### src/rtl/rstseq_pkg.sv
package rstseq_pkg;

  typedef enum logic [2:0] {
    CAUSE_POR = 3'd0,
    CAUSE_EXT = 3'd1,
    CAUSE_LVD = 3'd2,
    CAUSE_WDG = 3'd3,
    CAUSE_ILL = 3'd4
  } cause_e;

  typedef enum logic [2:0] {
    PH_ACTIVE   = 3'd0,
    PH_DELAY    = 3'd1,
    PH_PLL      = 3'd2,
    PH_FETCH_HI = 3'd3,
    PH_FETCH_LO = 3'd4,
    PH_RUN      = 3'd5
  } phase_e;

  localparam int NUM_SRC = 4;

  // Clock-source code with bit 1 set means a resonator: long settle time.
  function automatic logic needs_long_settle(input logic [1:0] src);
    return src[1];
  endfunction

  function automatic int max2(input int a, input int b);
    return (a > b) ? a : b;
  endfunction

endpackage

### src/rtl/rstseq_pinfilt.sv
module rstseq_pinfilt #(
  parameter int SYNC_STAGES = 2,
  parameter int MIN_W       = 20
) (
  input  logic clk,
  input  logic rst,
  input  logic pad_i,
  input  logic drive_i,
  output logic ext_req_o,
  output logic wake_o
);
  localparam int WCNT_W = $clog2(MIN_W + 1);
  localparam int MASK_N = SYNC_STAGES + 1;
  localparam int MASK_W = $clog2(MASK_N + 1);

  logic [SYNC_STAGES-1:0] sync_q;
  logic [MASK_W-1:0]      mask_cnt;
  logic [WCNT_W-1:0]      low_cnt;
  logic                   ext_req_q;
  logic                   masked;
  logic                   pad_low;

  // Synchroniser chain, one flop per stage
  for (genvar g = 0; g < SYNC_STAGES; g++) begin : g_sync
    always_ff @(posedge clk) begin
      if (rst) sync_q[g] <= 1'b1;
      else if (g == 0) sync_q[g] <= pad_i;
      else sync_q[g] <= sync_q[(g == 0) ? 0 : g-1];
    end
  end

  assign pad_low = ~sync_q[SYNC_STAGES-1];

  // Blind the filter while this block pulls the pad, plus the pipeline tail
  always_ff @(posedge clk) begin
    if (rst)                mask_cnt <= MASK_W'(MASK_N);
    else if (drive_i)       mask_cnt <= MASK_W'(MASK_N);
    else if (mask_cnt != 0) mask_cnt <= mask_cnt - 1'b1;
  end

  assign masked = drive_i || (mask_cnt != '0);

  // Minimum-width qualifier with one-shot output
  always_ff @(posedge clk) begin
    if (rst) begin
      low_cnt   <= '0;
      ext_req_q <= 1'b0;
    end else begin
      if (masked || !pad_low)              low_cnt <= '0;
      else if (low_cnt != WCNT_W'(MIN_W))  low_cnt <= low_cnt + 1'b1;
      ext_req_q <= !masked && pad_low && (low_cnt == WCNT_W'(MIN_W - 1));
    end
  end

  assign ext_req_o = ext_req_q;
  // Unclocked path: must work while the clock is stopped
  assign wake_o    = ~pad_i & ~drive_i;

  AST_EXT_ONESHOT: assert property (@(posedge clk) disable iff (rst)
    ext_req_o |=> !ext_req_o);
  AST_MASK_QUIET: assert property (@(posedge clk) disable iff (rst)
    drive_i |=> !ext_req_o);

endmodule

### src/rtl/rstseq_arb.sv
module rstseq_arb
  import rstseq_pkg::*;
(
  input  logic   ext_i,
  input  logic   lvd_i,
  input  logic   wdg_i,
  input  logic   ill_i,
  output logic   req_o,
  output cause_e cause_o
);
  logic [NUM_SRC-1:0] reqs;
  logic [2:0]         win;

  // Index 0 wins: external, voltage monitor, watchdog, illegal op
  assign reqs = {ill_i, wdg_i, lvd_i, ext_i};

  always_comb begin
    win = 3'd0;
    for (int i = NUM_SRC - 1; i >= 0; i--) begin
      if (reqs[i]) win = 3'(i);
    end
  end

  assign req_o   = |reqs;
  assign cause_o = cause_e'(3'(CAUSE_EXT) + win);

endmodule

### src/rtl/rstseq_seq.sv
module rstseq_seq
  import rstseq_pkg::*;
#(
  parameter int ACT_INT   = 4,
  parameter int ACT_EXT   = 8,
  parameter int DLY_SHORT = 256,
  parameter int DLY_LONG  = 4096,
  parameter int PLL_LOCK  = 512,
  parameter int ADDR_W    = 16
) (
  input  logic              clk,
  input  logic              rst,
  input  logic              req_i,
  input  cause_e            cause_i,
  input  logic [1:0]        clk_src_i,
  input  logic              pll_en_i,
  output logic              pad_oe_o,
  output logic              cpu_rst_o,
  output logic              vec_fetch_o,
  output logic [ADDR_W-1:0] vec_addr_o,
  output cause_e            cause_o
);
  localparam int MAX_LEN = max2(max2(ACT_INT, ACT_EXT), max2(max2(DLY_SHORT, DLY_LONG), PLL_LOCK));
  localparam int CNT_W   = $clog2(MAX_LEN + 1);
  localparam int MAX_HOLD = max2(ACT_INT, ACT_EXT) + max2(DLY_SHORT, DLY_LONG) + PLL_LOCK;
  localparam int HOLD_W  = $clog2(MAX_HOLD + 2);
  localparam logic [ADDR_W-1:0] VEC_LO = {ADDR_W{1'b1}};
  localparam logic [ADDR_W-1:0] VEC_HI = VEC_LO - 1'b1;

  phase_e           st, st_d;
  logic [CNT_W-1:0] cnt, cnt_d;
  logic             hold_d;
  logic             fetch_d;

  always_comb begin
    st_d  = st;
    cnt_d = cnt;
    if (req_i) begin
      st_d  = PH_ACTIVE;
      cnt_d = (cause_i == CAUSE_EXT) ? CNT_W'(ACT_EXT - 1) : CNT_W'(ACT_INT - 1);
    end else begin
      case (st)
        PH_ACTIVE: begin
          if (cnt == '0) begin
            st_d  = PH_DELAY;
            cnt_d = needs_long_settle(clk_src_i) ? CNT_W'(DLY_LONG - 1) : CNT_W'(DLY_SHORT - 1);
          end else cnt_d = cnt - 1'b1;
        end
        PH_DELAY: begin
          if (cnt == '0) begin
            if (pll_en_i) begin
              st_d  = PH_PLL;
              cnt_d = CNT_W'(PLL_LOCK - 1);
            end else st_d = PH_FETCH_HI;
          end else cnt_d = cnt - 1'b1;
        end
        PH_PLL: begin
          if (cnt == '0) st_d = PH_FETCH_HI;
          else cnt_d = cnt - 1'b1;
        end
        PH_FETCH_HI: st_d = PH_FETCH_LO;
        PH_FETCH_LO: st_d = PH_RUN;
        PH_RUN:      st_d = PH_RUN;
        default:     st_d = PH_ACTIVE;
      endcase
    end
  end

  assign hold_d  = (st_d == PH_ACTIVE) || (st_d == PH_DELAY) || (st_d == PH_PLL);
  assign fetch_d = (st_d == PH_FETCH_HI) || (st_d == PH_FETCH_LO);

  always_ff @(posedge clk) begin
    if (rst) begin
      st          <= PH_ACTIVE;
      cnt         <= CNT_W'(ACT_INT - 1);
      pad_oe_o    <= 1'b1;
      cpu_rst_o   <= 1'b1;
      vec_fetch_o <= 1'b0;
      vec_addr_o  <= VEC_HI;
      cause_o     <= CAUSE_POR;
    end else begin
      st          <= st_d;
      cnt         <= cnt_d;
      pad_oe_o    <= hold_d;
      cpu_rst_o   <= hold_d;
      vec_fetch_o <= fetch_d;
      vec_addr_o  <= (st_d == PH_FETCH_LO) ? VEC_LO : VEC_HI;
      if (req_i) cause_o <= cause_i;
    end
  end

  // Checker-side window counter: cycles held low since the last request
  logic [HOLD_W-1:0] hold_run;
  always_ff @(posedge clk) begin
    if (rst || req_i)  hold_run <= '0;
    else if (pad_oe_o) hold_run <= hold_run + 1'b1;
    else               hold_run <= '0;
  end

  AST_FETCH_AFTER_HOLD: assert property (@(posedge clk) disable iff (rst)
    $rose(vec_fetch_o) |-> $past(pad_oe_o));
  AST_FETCH_ORDER: assert property (@(posedge clk) disable iff (rst)
    (vec_fetch_o && vec_addr_o == VEC_HI && !req_i) |=> (vec_fetch_o && vec_addr_o == VEC_LO));
  AST_NO_DRIVE_IN_FETCH: assert property (@(posedge clk) disable iff (rst)
    !(pad_oe_o && vec_fetch_o));
  AST_RUN_STAYS: assert property (@(posedge clk) disable iff (rst)
    (!pad_oe_o && !vec_fetch_o && !req_i) |=> (!pad_oe_o && !cpu_rst_o));
  AST_REQ_RESTART: assert property (@(posedge clk) disable iff (rst)
    req_i |=> (pad_oe_o && cpu_rst_o && !vec_fetch_o));
  AST_HOLD_BOUND: assert property (@(posedge clk) disable iff (rst)
    hold_run <= HOLD_W'(MAX_HOLD));

endmodule

### src/rtl/rstseq_ctrl.sv
module rstseq_ctrl
  import rstseq_pkg::*;
#(
  parameter int SYNC_STAGES = 2,
  parameter int MIN_W       = 20,
  parameter int ACT_INT     = 4,
  parameter int ACT_EXT     = 8,
  parameter int DLY_SHORT   = 256,
  parameter int DLY_LONG    = 4096,
  parameter int PLL_LOCK    = 512
) (
  input  logic        clk,
  input  logic        rst,
  input  logic        rst_pad_i,
  output logic        rst_pad_oe_o,
  input  logic        lvd_rst_i,
  input  logic        wdg_rst_i,
  input  logic        illop_rst_i,
  input  logic [1:0]  clk_src_i,
  input  logic        pll_en_i,
  output logic        cpu_rst_o,
  output logic        vec_fetch_o,
  output logic [15:0] vec_addr_o,
  output logic [2:0]  rst_cause_o,
  output logic        clk_wake_o
);
  logic   ext_req;
  logic   any_req;
  cause_e win_cause;
  cause_e cause_q;

  rstseq_pinfilt #(
    .SYNC_STAGES (SYNC_STAGES),
    .MIN_W       (MIN_W)
  ) u_pinfilt (
    .clk       (clk),
    .rst       (rst),
    .pad_i     (rst_pad_i),
    .drive_i   (rst_pad_oe_o),
    .ext_req_o (ext_req),
    .wake_o    (clk_wake_o)
  );

  rstseq_arb u_arb (
    .ext_i   (ext_req),
    .lvd_i   (lvd_rst_i),
    .wdg_i   (wdg_rst_i),
    .ill_i   (illop_rst_i),
    .req_o   (any_req),
    .cause_o (win_cause)
  );

  rstseq_seq #(
    .ACT_INT   (ACT_INT),
    .ACT_EXT   (ACT_EXT),
    .DLY_SHORT (DLY_SHORT),
    .DLY_LONG  (DLY_LONG),
    .PLL_LOCK  (PLL_LOCK),
    .ADDR_W    (16)
  ) u_seq (
    .clk         (clk),
    .rst         (rst),
    .req_i       (any_req),
    .cause_i     (win_cause),
    .clk_src_i   (clk_src_i),
    .pll_en_i    (pll_en_i),
    .pad_oe_o    (rst_pad_oe_o),
    .cpu_rst_o   (cpu_rst_o),
    .vec_fetch_o (vec_fetch_o),
    .vec_addr_o  (vec_addr_o),
    .cause_o     (cause_q)
  );

  assign rst_cause_o = cause_q;

  AST_EXT_WINS: assert property (@(posedge clk) disable iff (rst)
    (ext_req && (lvd_rst_i || wdg_rst_i || illop_rst_i)) |=> (rst_cause_o == 3'd1));
  AST_LVD_OVER_WDG: assert property (@(posedge clk) disable iff (rst)
    (!ext_req && lvd_rst_i) |=> (rst_cause_o == 3'd2));
  AST_WAKE_WHILE_HELD: assert property (@(posedge clk) disable iff (rst)
    rst_pad_oe_o |-> !clk_wake_o);

endmodule

### config.mk
export PLATFORM = sky130hd
export DESIGN_NAME = rstseq_ctrl
export DESIGN_NICKNAME = d
export VERILOG_FILES = /design/src/rtl/rstseq_pkg.sv /design/src/rtl/rstseq_pinfilt.sv /design/src/rtl/rstseq_arb.sv /design/src/rtl/rstseq_seq.sv /design/src/rtl/rstseq_ctrl.sv
export SDC_FILE = /design/constraint.sdc
export NUM_CORES = 1
export LEC_CHECK = 0
export ABC_CLOCK_PERIOD_IN_PS = 2500
export CAP_MARGIN = 10
export CORE_ASPECT_RATIO = 1.4
export CORE_UTILIZATION = 45
export DETAILED_ROUTE_END_ITERATION = 16
export PLACE_DENSITY = 0.69
export SYNTH_ARGS = -nofsm -noshare
export SYNTH_HDL_FRONTEND = slang
export SYNTH_HIERARCHICAL = 1
export SYNTH_SLANG_ARGS = --single-unit
### constraint.sdc
create_clock -name clk -period 2.5 [get_ports clk]
set_clock_uncertainty 0.2 [all_clocks]
set_input_delay 0.5 -clock clk [delete_from_list [all_inputs] [get_ports clk]]
set_output_delay 0.5 -clock clk [all_outputs]
set_load 0.02 [all_outputs]
==> flow_metrics.tcl <==
set metrics [dict create \
    outcome "finished, violations left" \
    violations "DRC" \
    swShare 0.232 \
    path_clk_slew_ps 70 \
    crit_fanout 4 \
    antenna_found_initial 0 \
    vias 1560 \
    post-route-min-period_ps 2370 \
    cts_tree "built" \
    power_frac_clock 0.452 \
    via_per_inst 5.40 \
    min_to "u_pinfilt/sync_q[1]$_SDFF_PP1_" \
    p_seq_frac 0.471 \
    gr-total-overflow 0 \
    power_leakage_nw 0.909 \
    worstPathRequired_ps 2480 \
    crit_type "in -> reg" \
    final_common_cell "dfxtp_1" \
    ir_drop_uv 337 \
    r2r_setup_slack_ps 180 \
    max_slew.worst_pin.slew_ps 599 \
    max_cap_violations 0 \
    final-hold-violation-count 0 \
    port-buffer-count 15 \
    setup_viol 0 \
    cp.arrival_ps 2350 \
    syn_inst 216 \
    p_per_area_nw_per_um2 492 \
    ys_seq_area_frac 0.340 \
    ant_nets 0 \
    grt_pass1_wl_microns 6470 \
    r2r_start "u_seq/cnt[1]$_SDFFE_PP1P_" \
    grt_pass1_vias 1499 \
    hold_buffers 0 \
    area_growth_pct 19.1 \
    initial_core_util 0.473 \
    wl_met3_microns 128 \
    clock_latency_ps 290 \
    wl_met1_microns 1630 \
    synth-seq-cells 32 \
    die_area_sq_um 4450 \
    fin_nets 259 \
    drive_gt1_frac 0.207 \
    p_comb_frac 0.077 \
    min_path_cells 1 \
    p_total_mw 1.10 \
    synth_cell_type_count 60 \
    synth_ff_type "dfxtp_1" \
    die_w_microns 56.7 \
    slew_headroom 0.597 \
    grt_max_degree 13 \
    crit_chain "clkdlybuf4s50_1 -> or4b_2 -> o41ai_4 -> nor3_1 -> o31ai_1 -> nand2b_1" \
    r2r-end "u_seq/cnt[0]$_SDFFE_PP1P_" \
    top_layer "met4" \
    maxSlewViolCount 0 \
    fp.coreArea_sq_um 3990 \
    cts_buffer_depth 2 \
    synthesis.area_sq_um 1880 \
    p_sw_mw 0.255 \
    num_rows 27 \
    htreeDepth 2 \
    rsz0062_at_grt "no" \
    dpl_cell_area_sq_um 2120 \
    end_kind "flop" \
    pin_count 32 \
    fp.dieH_microns 78.6 \
    clock-root-buffer "clkbuf_8" \
    cts_buffers 5 \
    synth_edf_count 0 \
    cts.sinks 32 \
    dr_wl_met2_microns 1940 \
    drc 2 \
    yosys_warnings 6 \
    design_area_sq_um 2240 \
    cpMaxStageDelayCell "or4b_2" \
    grtUsageTotal 0.189 \
    dp_hpwl_microns 2810 \
    avgSynthCellArea_sq_um 8.72 \
    drt_iter0_markers 72 \
    hold_start "u_pinfilt/sync_q[0]$_SDFF_PP1_" \
    max_clock_freq_ghz 0.422 \
    p_int_mw 0.848 \
    drt_first_pass_iters 10 \
    antennaDiodeCount 0 \
    start_kind "primary input" \
    mostFrequentLayoutCells "dfxtp_1 (32), buf_4 (18), nor2_1 (17), clkdlybuf4s50_1 (15), conb_1 (15)" \
    n_fill_cell 373 \
    post_drt_wl_per_cell_microns 13.0 \
    hold_path.class "reg -> reg" \
    routabilityCongestion 0.837 \
    r2r.worst_path.cells 7 \
    final_util 0.563 \
    async_reset_ff_frac 0 \
    max_stage_delay_ps 650 \
    period_share 0.948 \
    wl_microns 3760 \
]
==> sequential cells by signal, indices dropped and copies added (netlist names), 2 cells and up <==
| register | count |
|---|---|
| u_seq/st | 3 |
| u_pinfilt/mask_cnt | 2 |
| u_pinfilt/low_cnt | 5 |
| u_seq/cause_o | 3 |
| u_seq/cnt | 13 |
| u_pinfilt/sync_q | 2 |
==> timing repair <==
action,4_1_cts,5_1_grt
endpoints found under the hold margin,0,0
setup buffers,0,0
gates resized for setup,0,2
setup endpoints to repair,0,10
==> synth_stat cells, types with 4 or more instances <==
library cell / n / area share
nor3_1: 10 / 0.027
inv_1: 10 / 0.020
mux2i_1: 4 / 0.021
nand2_1: 13 / 0.026
ha_1: 5 / 0.033
nand2b_1: 6 / 0.020
dfxtp_1: 32 / 0.34
clkbuf_1: 7 / 0.014
nor2_1: 17 / 0.034
or3_1: 6 / 0.020
or2_2: 4 / 0.013
o21ai_0: 6 / 0.016
nand3_1: 7 / 0.019
buf_4: 17 / 0.068
a21oi_1: 7 / 0.019
==> layer usage <==
layer  up-vias  GRT usage
met4         0     0.0950
met3         4     0.0461
met1       727      0.205
met5         -          0
li1        797          -
met2        32      0.335
==> worst max-delay path by stage <==
stage | startpoint | end | slack, ps
after global routing | u_seq/cnt[1]$_SDFFE_PP1P_ | u_seq/cnt[0]$_SDFFE_PP1P_ | 20
final | pll_en_i | u_seq/cnt[0]$_SDFFE_PP1P_ | 130
after floorplan | illop_rst_i | u_seq/cnt[8]$_SDFFE_PP0P_ | 200
after CTS | u_seq/cnt[1]$_SDFFE_PP1P_ | u_seq/cnt[0]$_SDFFE_PP1P_ | 50
after global placement | pll_en_i | u_seq/cnt[0]$_SDFFE_PP1P_ | -130
after detailed placement | pll_en_i | u_seq/cnt[0]$_SDFFE_PP1P_ | -180
==> metrics by stage <==
stage	cells	setup WS (ps)	setup TNS, ps	hold slack, ps
after floorplan	230	204	0	189
after global placement	281	-132	-1320	193
after detailed placement	281	-176	-1540	198
after CTS	289	47.1	0	216
after global routing	289	15.9	0	230
final	289	131	0	213
==> logic make-up after synthesis <==
family,Yosys count,synth area share
xor+xnor,6,0.0279
other cells,1,0.00199
fa+ha+maj,5,0.0332
buf+inv,36,0.114
simple gates,86,0.273
flops,32,0.340
compound gates,45,0.183
mux,5,0.0272
==> worst max-delay path, delay by kind of cell <==
| kind | cells | cell delay, ps |
|---|---|---|
| AND/OR/NAND/NOR | 3 | 910 |
| buffers and inverters | 1 | 420 |
| AO/OA/AOI/OAI | 2 | 520 |
==> power groups by stage <==
stage | registers, mW | clock network [mW] | logic (mW)
2_1_floorplan | 0.535 | 0 | 0.0632
5_1_grt | 0.519 | 0.535 | 0.0925
3_5_place_dp | 0.531 | 0 | 0.0848
3_3_place_gp | 0.531 | 0 | 0.0837
6_report | 0.519 | 0.498 | 0.0853
4_1_cts | 0.519 | 0.514 | 0.0852
==> layout make-up <==
class / count / area [sq um] / area share
inverters: 10 / 37.5 / 0.0167
well taps: 43 / 53.8 / 0.0240
multi-input cells: 162 / 1090 / 0.488
clock buffers: 5 / 68.8 / 0.0307
repair buffers: 34 / 305 / 0.136
clock inverters: 3 / 42.5 / 0.0190
flip-flops and latches: 32 / 641 / 0.286
(Power assumes the default switching activity.)
